## src/rtl/fpd_pkg.sv

```systemverilog
package fpd_pkg;

    typedef enum logic [1:0] {
        PIX_1555 = 2'd0,
        PIX_565  = 2'd1,
        PIX_888  = 2'd2,
        PIX_8888 = 2'd3
    } pix_fmt_t;

    typedef enum logic [1:0] {
        ST_OFF   = 2'd0,
        ST_SHOW  = 2'd1,
        ST_BLANK = 2'd2
    } disp_state_t;

endpackage

```

## src/rtl/fpd_geom_unpack.sv

```systemverilog
module fpd_geom_unpack #(
    parameter int FIELD_W = 10
) (
    input  logic [3*FIELD_W-1:0] geom,
    output logic [FIELD_W:0]     words,
    output logic [FIELD_W:0]     lines,
    output logic [FIELD_W+2:0]   row_bytes
);
    localparam int LINES_LSB  = FIELD_W;
    localparam int STRIDE_LSB = 2 * FIELD_W;

    logic [FIELD_W-1:0] words_raw;
    logic [FIELD_W-1:0] lines_raw;
    logic [FIELD_W-1:0] stride_raw;
    logic [FIELD_W:0]   pitch_words;

    assign words_raw  = geom[FIELD_W-1:0];
    assign lines_raw  = geom[LINES_LSB +: FIELD_W];
    assign stride_raw = geom[STRIDE_LSB +: FIELD_W];

    // (raw+1) + (stride-1) collapses to raw + stride
    assign words       = {1'b0, words_raw} + 1'b1;
    assign lines       = {1'b0, lines_raw} + 1'b1;
    assign pitch_words = {1'b0, words_raw} + {1'b0, stride_raw};
    assign row_bytes   = {pitch_words, 2'b00};

endmodule

```

## src/rtl/fpd_hres_calc.sv

```systemverilog
module fpd_hres_calc
    import fpd_pkg::*;
#(
    parameter int FIELD_W = 10
) (
    input  logic [FIELD_W:0]   words,
    input  pix_fmt_t           fmt,
    output logic [FIELD_W+1:0] hres
);
    localparam int HRES_W = FIELD_W + 2;
    localparam int DIV_W  = FIELD_W + 3;
    localparam int SHIFT  = DIV_W + 1;
    localparam int PROD_W = DIV_W + SHIFT;
    localparam logic [PROD_W-1:0] RECIP = PROD_W'(((64'd1 << SHIFT) / 3) + 1);

    logic [DIV_W-1:0]  bytes4;
    logic [PROD_W-1:0] prod;
    logic [PROD_W-1:0] quot;
    logic [HRES_W-1:0] hres_16;
    logic [HRES_W-1:0] hres_24;
    logic [HRES_W-1:0] hres_32;

    assign bytes4  = {words, 2'b00};
    assign prod    = PROD_W'(bytes4) * RECIP;
    assign quot    = prod >> SHIFT;
    assign hres_24 = quot[HRES_W-1:0];
    assign hres_16 = {words, 1'b0};
    assign hres_32 = {1'b0, words};

    always_comb begin
        unique case (fmt)
            PIX_1555, PIX_565: hres = hres_16;
            PIX_888:           hres = hres_24;
            PIX_8888:          hres = hres_32;
            default:           hres = hres_32;
        endcase
    end

endmodule

```

## src/rtl/fpd_slot_pair.sv

```systemverilog
module fpd_slot_pair
    import fpd_pkg::*;
#(
    parameter int HRES_W = 12,
    parameter int VRES_W = 12
) (
    input  logic              clk,
    input  logic              rst_n,
    input  logic              wr_en,
    input  logic              clr,
    input  logic [HRES_W-1:0] hres_in,
    input  logic [VRES_W-1:0] vres_in,
    input  pix_fmt_t          fmt_in,
    output logic              differs
);
    localparam int SLOTS = 2;

    logic              ptr;
    logic [HRES_W-1:0] s_hres [SLOTS];
    logic [VRES_W-1:0] s_vres [SLOTS];
    pix_fmt_t          s_fmt  [SLOTS];

    for (genvar g = 0; g < SLOTS; g++) begin : g_slot
        localparam logic SEL = (g == 1);
        always_ff @(posedge clk) begin
            if (!rst_n) begin
                s_hres[g] <= '0;
                s_vres[g] <= '0;
                s_fmt[g]  <= PIX_1555;
            end else if (wr_en && ptr == SEL) begin
                s_hres[g] <= hres_in;
                s_vres[g] <= vres_in;
                s_fmt[g]  <= fmt_in;
            end else if (clr && !SEL) begin
                s_hres[g] <= '0;
                s_vres[g] <= '0;
            end
        end
    end

    always_ff @(posedge clk) begin
        if (!rst_n)     ptr <= 1'b0;
        else if (clr)   ptr <= 1'b0;
        else if (wr_en) ptr <= ~ptr;
    end

    always_comb begin
        differs = (hres_in != s_hres[~ptr]) ||
                  (vres_in != s_vres[~ptr]) ||
                  (fmt_in  != s_fmt[~ptr]);
    end

endmodule

```

## src/rtl/frame_param_decoder.sv

```systemverilog
module frame_param_decoder
    import fpd_pkg::*;
#(
    parameter int ADDR_W  = 24,
    parameter int FIELD_W = 10,
    parameter int COLOR_W = 32
) (
    input  logic                 clk,
    input  logic                 rst_n,
    input  logic                 frame_tick,
    input  logic [ADDR_W-1:0]    disp_base,
    input  logic [3*FIELD_W-1:0] geom_reg,
    input  logic [1:0]           pix_mode,
    input  logic                 disp_en,
    input  logic                 vid_out,
    input  logic                 interlace,
    input  logic                 blank_req,
    input  logic [COLOR_W-1:0]   border_rgb,
    output logic [ADDR_W-1:0]    fb_base,
    output logic [FIELD_W+2:0]   fb_row_bytes,
    output logic [FIELD_W+1:0]   fb_hres,
    output logic [FIELD_W+1:0]   fb_vres,
    output logic [1:0]           fb_fmt,
    output logic                 fb_enable,
    output logic                 fb_blank,
    output logic [COLOR_W-1:0]   fb_fill,
    output logic                 fmt_changed
);
    localparam int HRES_W = FIELD_W + 2;
    localparam int VRES_W = FIELD_W + 2;
    localparam int ROWB_W = FIELD_W + 3;

    logic [FIELD_W:0]  words;
    logic [FIELD_W:0]  lines;
    logic [ROWB_W-1:0] row_bytes;
    logic [HRES_W-1:0] hres_new;
    logic [VRES_W-1:0] vres_new;
    pix_fmt_t          fmt_new;
    logic              out_on;
    logic              on_tick;
    logic              off_tick;
    logic              differs;

    disp_state_t state, state_nxt;

    assign fmt_new  = pix_fmt_t'(pix_mode);
    assign out_on   = disp_en & vid_out;
    assign on_tick  = frame_tick & out_on;
    assign off_tick = frame_tick & ~out_on;
    assign vres_new = interlace ? {lines, 1'b0} : {1'b0, lines};

    fpd_geom_unpack #(.FIELD_W(FIELD_W)) u_unpack (
        .geom      (geom_reg),
        .words     (words),
        .lines     (lines),
        .row_bytes (row_bytes)
    );

    fpd_hres_calc #(.FIELD_W(FIELD_W)) u_hres (
        .words (words),
        .fmt   (fmt_new),
        .hres  (hres_new)
    );

    fpd_slot_pair #(.HRES_W(HRES_W), .VRES_W(VRES_W)) u_slots (
        .clk     (clk),
        .rst_n   (rst_n),
        .wr_en   (on_tick),
        .clr     (off_tick),
        .hres_in (hres_new),
        .vres_in (vres_new),
        .fmt_in  (fmt_new),
        .differs (differs)
    );

    // transitions: go_off, go_blank, go_show (only on frame_tick)
    always_comb begin
        state_nxt = state;
        if (frame_tick) begin
            unique case (state)
                ST_OFF, ST_SHOW, ST_BLANK: begin
                    if (!out_on)        state_nxt = ST_OFF;
                    else if (blank_req) state_nxt = ST_BLANK;
                    else                state_nxt = ST_SHOW;
                end
                default: state_nxt = ST_OFF;
            endcase
        end
    end

    always_ff @(posedge clk) begin
        if (!rst_n) state <= ST_OFF;
        else        state <= state_nxt;
    end

    always_ff @(posedge clk) begin
        if (!rst_n) begin
            fb_base      <= '0;
            fb_row_bytes <= '0;
            fb_hres      <= '0;
            fb_vres      <= '0;
            fb_fmt       <= '0;
            fb_fill      <= '0;
            fmt_changed  <= 1'b0;
        end else begin
            fmt_changed <= 1'b0;
            if (on_tick) begin
                fb_base      <= disp_base;
                fb_row_bytes <= row_bytes;
                fb_hres      <= hres_new;
                fb_vres      <= vres_new;
                fb_fmt       <= fmt_new;
                fb_fill      <= border_rgb;
                fmt_changed  <= differs;
            end
        end
    end

    assign fb_enable = (state != ST_OFF);
    assign fb_blank  = (state == ST_BLANK);

endmodule

```

## config.mk

```make
export PLATFORM = sky130hd
export DESIGN_NAME = frame_param_decoder
export DESIGN_NICKNAME = d
export VERILOG_FILES = /design/src/rtl/fpd_pkg.sv /design/src/rtl/fpd_geom_unpack.sv /design/src/rtl/fpd_hres_calc.sv /design/src/rtl/fpd_slot_pair.sv /design/src/rtl/frame_param_decoder.sv
export SDC_FILE = /design/constraint.sdc
export NUM_CORES = 1
export LEC_CHECK = 0
export BUFFER_PORTS_ARGS = -buffer_cell sky130_fd_sc_hd__buf_2
export CELL_PAD_IN_SITES_DETAIL_PLACEMENT = 0
export CELL_PAD_IN_SITES_GLOBAL_PLACEMENT = 2
export CORE_MARGIN = 2
export CORE_UTILIZATION = 37
export DETAILED_ROUTE_END_ITERATION = 12
export HOLD_SLACK_MARGIN = 0.1
export PLACE_DENSITY_LB_ADDON = 0.3
export SLEW_MARGIN = 30
export SYNTH_ARGS = -nofsm -noshare
export SYNTH_HDL_FRONTEND = slang
export SYNTH_SLANG_ARGS = --single-unit
export TNS_END_PERCENT = 100
```

## constraint.sdc

```tcl
create_clock -name clk -period 16.74 [get_ports clk]
set_clock_uncertainty 0.1 [all_clocks]
set_input_delay 0 -clock clk [delete_from_list [all_inputs] [get_ports clk]]
set_output_delay 0 -clock clk [all_outputs]
set_load 0.005 [all_outputs]
```

# [Yosys cells after proc, flatten, opt, wreduce, memory -nomap -nowiden]
# Memory sizes are Yosys's and may differ from the RTL's.
# Cells that the tools add are included.
[totals] inputBits=95 elab_cells=73 memories=3 register_bits=97 mem_bits_rw=52
[memory_table] memory="u_slots.s_hres" depth=2 width=12 read_ports=1 rd_ports_with_merged_regs=0 wr=2 line_no="fpd_slot_pair.sv:19" source="logic [HRES_W-1:0] s_hres [SLOTS];"
[memory_table] memory="u_slots.s_vres" depth=2 width=12 read_ports=1 rd_ports_with_merged_regs=0 wr=2 line_no="fpd_slot_pair.sv:20" source="logic [VRES_W-1:0] s_vres [SLOTS];"
[memory_table] memory="u_slots.s_fmt" depth=2 width=2 read_ports=1 rd_ports_with_merged_regs=0 wr=2 line_no="fpd_slot_pair.sv:21" source="pix_fmt_t s_fmt [SLOTS];"
[op_classes] n_reduce_logical=11 muxes=24 bitwise_logic=14 multipliers=1 addsub=3 n_eq_ne=8
[op_table] cell="$mux W12" count=7
[op_table] cell="$pmux W12 S3" count=1
[op_table] cell="$ne A12 B12 Y1" count=2
[op_table] cell="$mul A11 B12 Y23 const B" count=1
[op_table] cell="$add A10 B1 Y11 const B" count=2
[op_table] cell="$add A10 B10 Y11" count=1
[op_table] cell="$mux W1" count=11
[op_table] cell="$mux W2" count=5
[op_table] cell="$or A1 B1 Y1" count=8
[op_table] cell="$eq A2 B2 Y1 const B" count=3
[op_table] cell="$eq A2 B1 Y1 const B" count=2
[op_table] cell="$logic_not A2 Y1" count=2
[op_table] cell="$reduce_or A2 Y1" count=2
[op_table] cell="$and A1 B1 Y1" count=3
[op_table] cell="$not A1 Y1" count=3
[op_table] cell="$reduce_or A3 Y1" count=1
[op_table] cell="$logic_and A1 B1 Y1" count=2
[op_table] cell="$logic_or A1 B1 Y1" count=2
[op_table] cell="$ne A2 B2 Y1" count=1
[op_table] cell="$reduce_and A2 Y1" count=1
[op_table] cell="$reduce_bool A2 Y1" count=1

# [Longest topological paths before layout]
[depth] ltp_word=8 depth_mapped=28 ltp_nobuf=27

# [Modules after synthesis]
# A second synthesis with hierarchy kept.
[unflattened] cells_unflattened=1006 area_unflattened_um2=9895.7
[by_module_without_submodules] mod="frame_param_decoder" cells_per_inst=433 instances=1 area_per_inst_um2=4077.7 seq_area_each_um2=1961.9
[by_module_without_submodules] mod="fpd_slot_pair" cells_per_inst=183 instances=1 area_per_inst_um2=2543.7 seq_area_each_um2=1581.5
[by_module_without_submodules] mod="fpd_hres_calc" cells_per_inst=291 instances=1 area_per_inst_um2=2541.2 seq_area_each_um2=0.0
[by_module_without_submodules] mod="fpd_geom_unpack" cells_per_inst=99 instances=1 area_per_inst_um2=733.2 seq_area_each_um2=0.0

# [Worst setup path after synthesis]
# Ideal clock, no wire load.
[synth_path] kind="input port to flip-flop" start="in geom_reg[0]" end="reg fmt_changed" path_buffers=0 t_required_ns=16.515 arrival_time_ns=5.853 path_slack_ns=10.662 setup_ns=0.125 stages=21 path_cell_list="ha_1 nand4_1 nor3_1 ha_1 inv_1 fa_1 inv_1 fa_1 inv_1 fa_1 fa_1 inv_1 ha_1 a21o_1 a2111oi_2 o21bai_1 a221oi_2 mux2i_1 mux2_2 a211oi_1 a21oi_1"
[synth_between] elab_chain_len=6
[synth_rtl] element="start: declaration" line_no="frame_param_decoder.sv:12" source="input logic [3*FIELD_W-1:0] geom_reg,"
[synth_rtl] element="$add A10 B1 Y11 *" line_no="fpd_geom_unpack.sv:22" source="assign words = {1'b0, words_raw} + 1'b1;"
[synth_rtl] element="$mul A11 B12 Y23" line_no="fpd_hres_calc.sv:24" source="assign prod = PROD_W'(bytes4) * RECIP;"
[synth_rtl] element="$pmux W12 S3 *" line_no="fpd_hres_calc.sv:31" source="unique case (fmt)"
[synth_rtl] element="$ne A12 B12 Y1 *" line_no="fpd_slot_pair.sv:48" source="differs = (hres_in != s_hres[~ptr]) ||"
[synth_rtl] element="$logic_or A1 B1 Y1 *" line_no="fpd_slot_pair.sv:48"
[synth_rtl] element="$logic_or A1 B1 Y1 *" line_no="fpd_slot_pair.sv:49" source="(vres_in != s_vres[~ptr]) ||"
[synth_rtl] element="end signal: assignment" line_no="frame_param_decoder.sv:114" source="fmt_changed <= differs;"
[synth_rtl] element="end: declaration" line_no="frame_param_decoder.sv:27" source="output logic fmt_changed"
# Every way passes the cells marked *; elsewhere a longest branch is shown, timed or not.
# A chain may end at the register's enable or synchronous reset.

# [Worst setup path in the final report]
# Same ends and word-level chain as after synthesis.

==> summary.md <==
| Metric | Value |
|---|---|
| Status | `completed` |
| Pre-antenna DRT Iters | `8` |
| Residual DRC | `0` |
| IO buf count | `190` |
| Clk_lat worst skew | `between 400 and 500 ps` |
| GRT met1 Usage | `0.2682` |
| Asr flop ratio synth | `0` |
| H-tree Lvls | `4` |
| Cells on worst reg2reg path | `8` |
| Final ANT Viol Nets | `0` |
| Peak VDD IR | `0.06728 mV` |
| Final Critical Period | `approximately 7000 ps` |
| DP Cell Count | `between 1.5k and 2k` |
| Max cap viols | `0` |
| Worst Setup SP | `geom_reg[0]` |
| Synth Cell Area | `between 10000 and 15000 sq um` |
| TNS Setup | `0 ps` |
| Sink Count | `roughly 150` |
| Reg2reg setup slack | `about 14000 ps` |
| P_leak | `5.640 nW` |
| Worst Hold Depth | `6` |
| Yosys warns | `0` |
| Vias post-DR | `8719` |
| Count leader, synth | `nand2_1` |
| Met2 track demand over resource | `0.3359` |
| Vert. Die Dim | `about 170 um` |
| Via-per-instance ratio | `5.072` |
| Tot GR Track Use | `0.2039` |
| Root buffer cell | `clkbuf_16` |
| Grt peak-use layer | `met2` |
| Wire length of the first global-routing pass | `46210 um` |
| Clk buf depth | `2` |
| Yosys top cell by area | `dfxtp_1` |
| Hold Path Class | `in2reg` |
| Slew @ Worst Pin | `slightly below 900 ps` |
| Post-synth top flop | `dfxtp_1` |
| GR Layer Usage met3 | `0.06009` |
| Crit start category | `primary input` |
| Initial Util | `0.3746` |
| Mean post-synth cell area | `slightly below 9 sq um` |
| Largest net degree at the start of global routing | `just over 100` |
| Routability cong. | `0.8746` |
| Area grow syn2layout | `25.93%` |
| Post-synth EDFFs | `52` |
| Critical Path End | `fmt_changed` |
| Non-Filler Instances | `~1.7k` |
| Routed WL | `28580 um` |
| Top cell type's share of synthesized area | `0.1934` |
| CTS tree | `yes` |
| Wire per inst | `16.62 um` |
| Fin crit share | `0.4202` |
| I/O pins | `approximately 190` |
| Count of cell types in the netlist | `79` |
| Clock-pin slew on the worst setup and hold paths | `70 ps` |
| Final Hold Viols | `0` |
| Cells after Synth | `1128` |
| Peak Freq | `0.1422 GHz` |
| Number of global-route vias before repair | `a little under 9k` |
| RSZ-0062 raised after global routing | `no` |
| Setup-failing EPs final | `0` |
| Slew margin rel. | `0.4139` |
| Share of post-route cells with drive strength above 1 | `0.1923` |
| Full die area | `around 28000 sq um` |
| Layout Nets | `between 1.5k and 2k` |
| Worst r2r dst | `fmt_changed` |
| Core area | `26800 sq um` |
| Initial antenna violation count | `0` |
| Flops & latches, synth | `149` |
| DRT iter0 DRCs | `~440` |
| # diodes | `0` |
| WP data arrival | `7240 ps` |
| Crit Reg-Reg Startpoint | `u_slots.ptr` |
| Grt ovf | `0` |
| CTS Buf Count | `17` |
| Synth area leaders | `dfxtp_1, edfxtp_1, ha_1` |
| DP HPWL | `slightly above 20000 um` |
| Sequential area share after synthesis | `0.3490` |
| CP required | `between 15000 and 20000 ps` |
| Synth top cells by count | `nand2_1, dfxtp_1, ha_1, inv_1, nor2_1` |
| Row cnt | `60` |
| PD cells | `roughly 110 nW/um^2` |
| Die W | `between 150 and 200 um` |
| Fin. max-slew vios | `0` |
| CP Class | `in2reg` |
| Fill count | `approximately 2.6k` |
| CP max FO | `12` |
| Crit. End Element | `flip-flop` |
[power breakdown]
group / total, mW / internal [mW] / switching, mW / leakage, nW
clock network: 0.385 / 0.211 / 0.174 / 0.289
registers: 0.398 / 0.390 / 0.00750 / 1.35
logic: 0.629 / 0.248 / 0.381 / 4.01
total: 1.41 / 0.850 / 0.562 / 5.64
[sequential cells by signal, indices dropped and copies added (netlist names)]
signal	cells
fb_hres	12
fb_fmt	2
u_slots.s_vres	24
fb_base	24
state	2
fb_row_bytes	11
fb_fill	32
u_slots.s_hres	24
u_slots.ptr	1
fmt_changed	1
fb_vres	12
u_slots.s_fmt	4
[worst max-delay path, stage by stage]
cell and delay, ps:
dlygate4sd3_1 520, buf_2 280, ha_1 280, nand4_1 280
nor2_2 230, xor2_2 460, ha_1 260, inv_1 70
fa_1 540, inv_1 60, fa_1 490, inv_1 60
fa_1 500, fa_1 520, inv_1 40, ha_1 380
a21o_1 250, a2111oi_2 550, o21bai_1 200, a221oi_2 320
mux2i_1 280, mux2_2 360, a211oi_1 220, a21oi_1 90
[per-layer routing]
metal	vias to the layer above	wire length, um
met4	0	250
met5	-	0
li1	4372	-
met1	4114	13410
met2	218	12840
met3	15	2075
[placed cells by master (no fill, tap or decap), types with 5 or more instances in the layout]
cell and count:
nor2b_1 5, xor2_1 15, nand4_1 13, mux2_2 10
nand2_1 199, buf_2 190, or3_1 5, buf_4 6
a21oi_1 27, dfxtp_1 96, o211ai_1 9, a21o_1 6
nor2_1 78, o22ai_1 5, nor3_1 13, o211a_1 6
nand3_1 26, nand2b_1 6, ha_1 81, a21boi_0 69
o21ai_0 50, mux2i_1 25, xnor2_1 19, edfxtp_1 52
clkbuf_16 17, inv_1 81, and2_1 30, a211oi_1 7
dlygate4sd3_1 84, fa_1 32
[layout make-up]
type | count | area (sq um) | area share
inverter | 83 | 311.5 | 0.02464
timing repair buffer | 281 | 1848 | 0.1462
clock buffer | 17 | 425.4 | 0.03365
tap | 341 | 426.7 | 0.03375
multi-input combinational | 833 | 5963 | 0.4716
clock inverter | 15 | 161.4 | 0.01277
sequential | 149 | 3507 | 0.2774
[worst min path at each step]
stage,startpoint,end,slack (ps)
2_1_floorplan,rst_n,fmt_changed,30
3_3_place_gp,border_rgb[30],fb_fill[30],150
3_5_place_dp,border_rgb[22],fb_fill[22],160
4_1_cts,interlace,u_slots.s_vres[0][0],100
5_1_grt,interlace,u_slots.s_vres[0][0],130
6_report,geom_reg[24],fb_row_bytes[6],110
[kinds of logic (layout without fill, tap and decap cells)]
logic type,Yosys count,in the layout,share of synthesized area
flip-flops,149,149,0.3490
AND/OR/NAND/NOR,412,412,0.1887
other,1,2,0.0003735
AO/OA/AOI/OAI,231,231,0.1608
XOR/XNOR,38,38,0.03726
adder cells (fa/ha/maj),113,113,0.1648
buffers and inverters,147,396,0.05944
multiplexers,37,37,0.03976
[timing repair]
action / in CTS / in global routing
resized for setup: 0 / 0
endpoints found under the hold margin: 87 / 0
hold buffers: 84 / 0
setup buffers: 0 / 0
[stage by stage]
stage | utilization | setup WS, ps | power (mW) | hold WS (ps) | instance area [sq um]
2_1_floorplan | - | 10660 | 0.8493 | 31.08 | 10040
3_3_place_gp | 0.4180 | 9730 | 1.017 | 152.7 | 11200
3_5_place_dp | 0.4181 | 9556 | 1.013 | 160.9 | 11200
4_1_cts | 0.4713 | 9468 | 1.417 | 103.1 | 12630
5_1_grt | 0.4718 | 9319 | 1.520 | 132.7 | 12640
6_report | 0.4718 | 9705 | 1.412 | 113.5 | 12640
(Power assumes the default switching activity.)
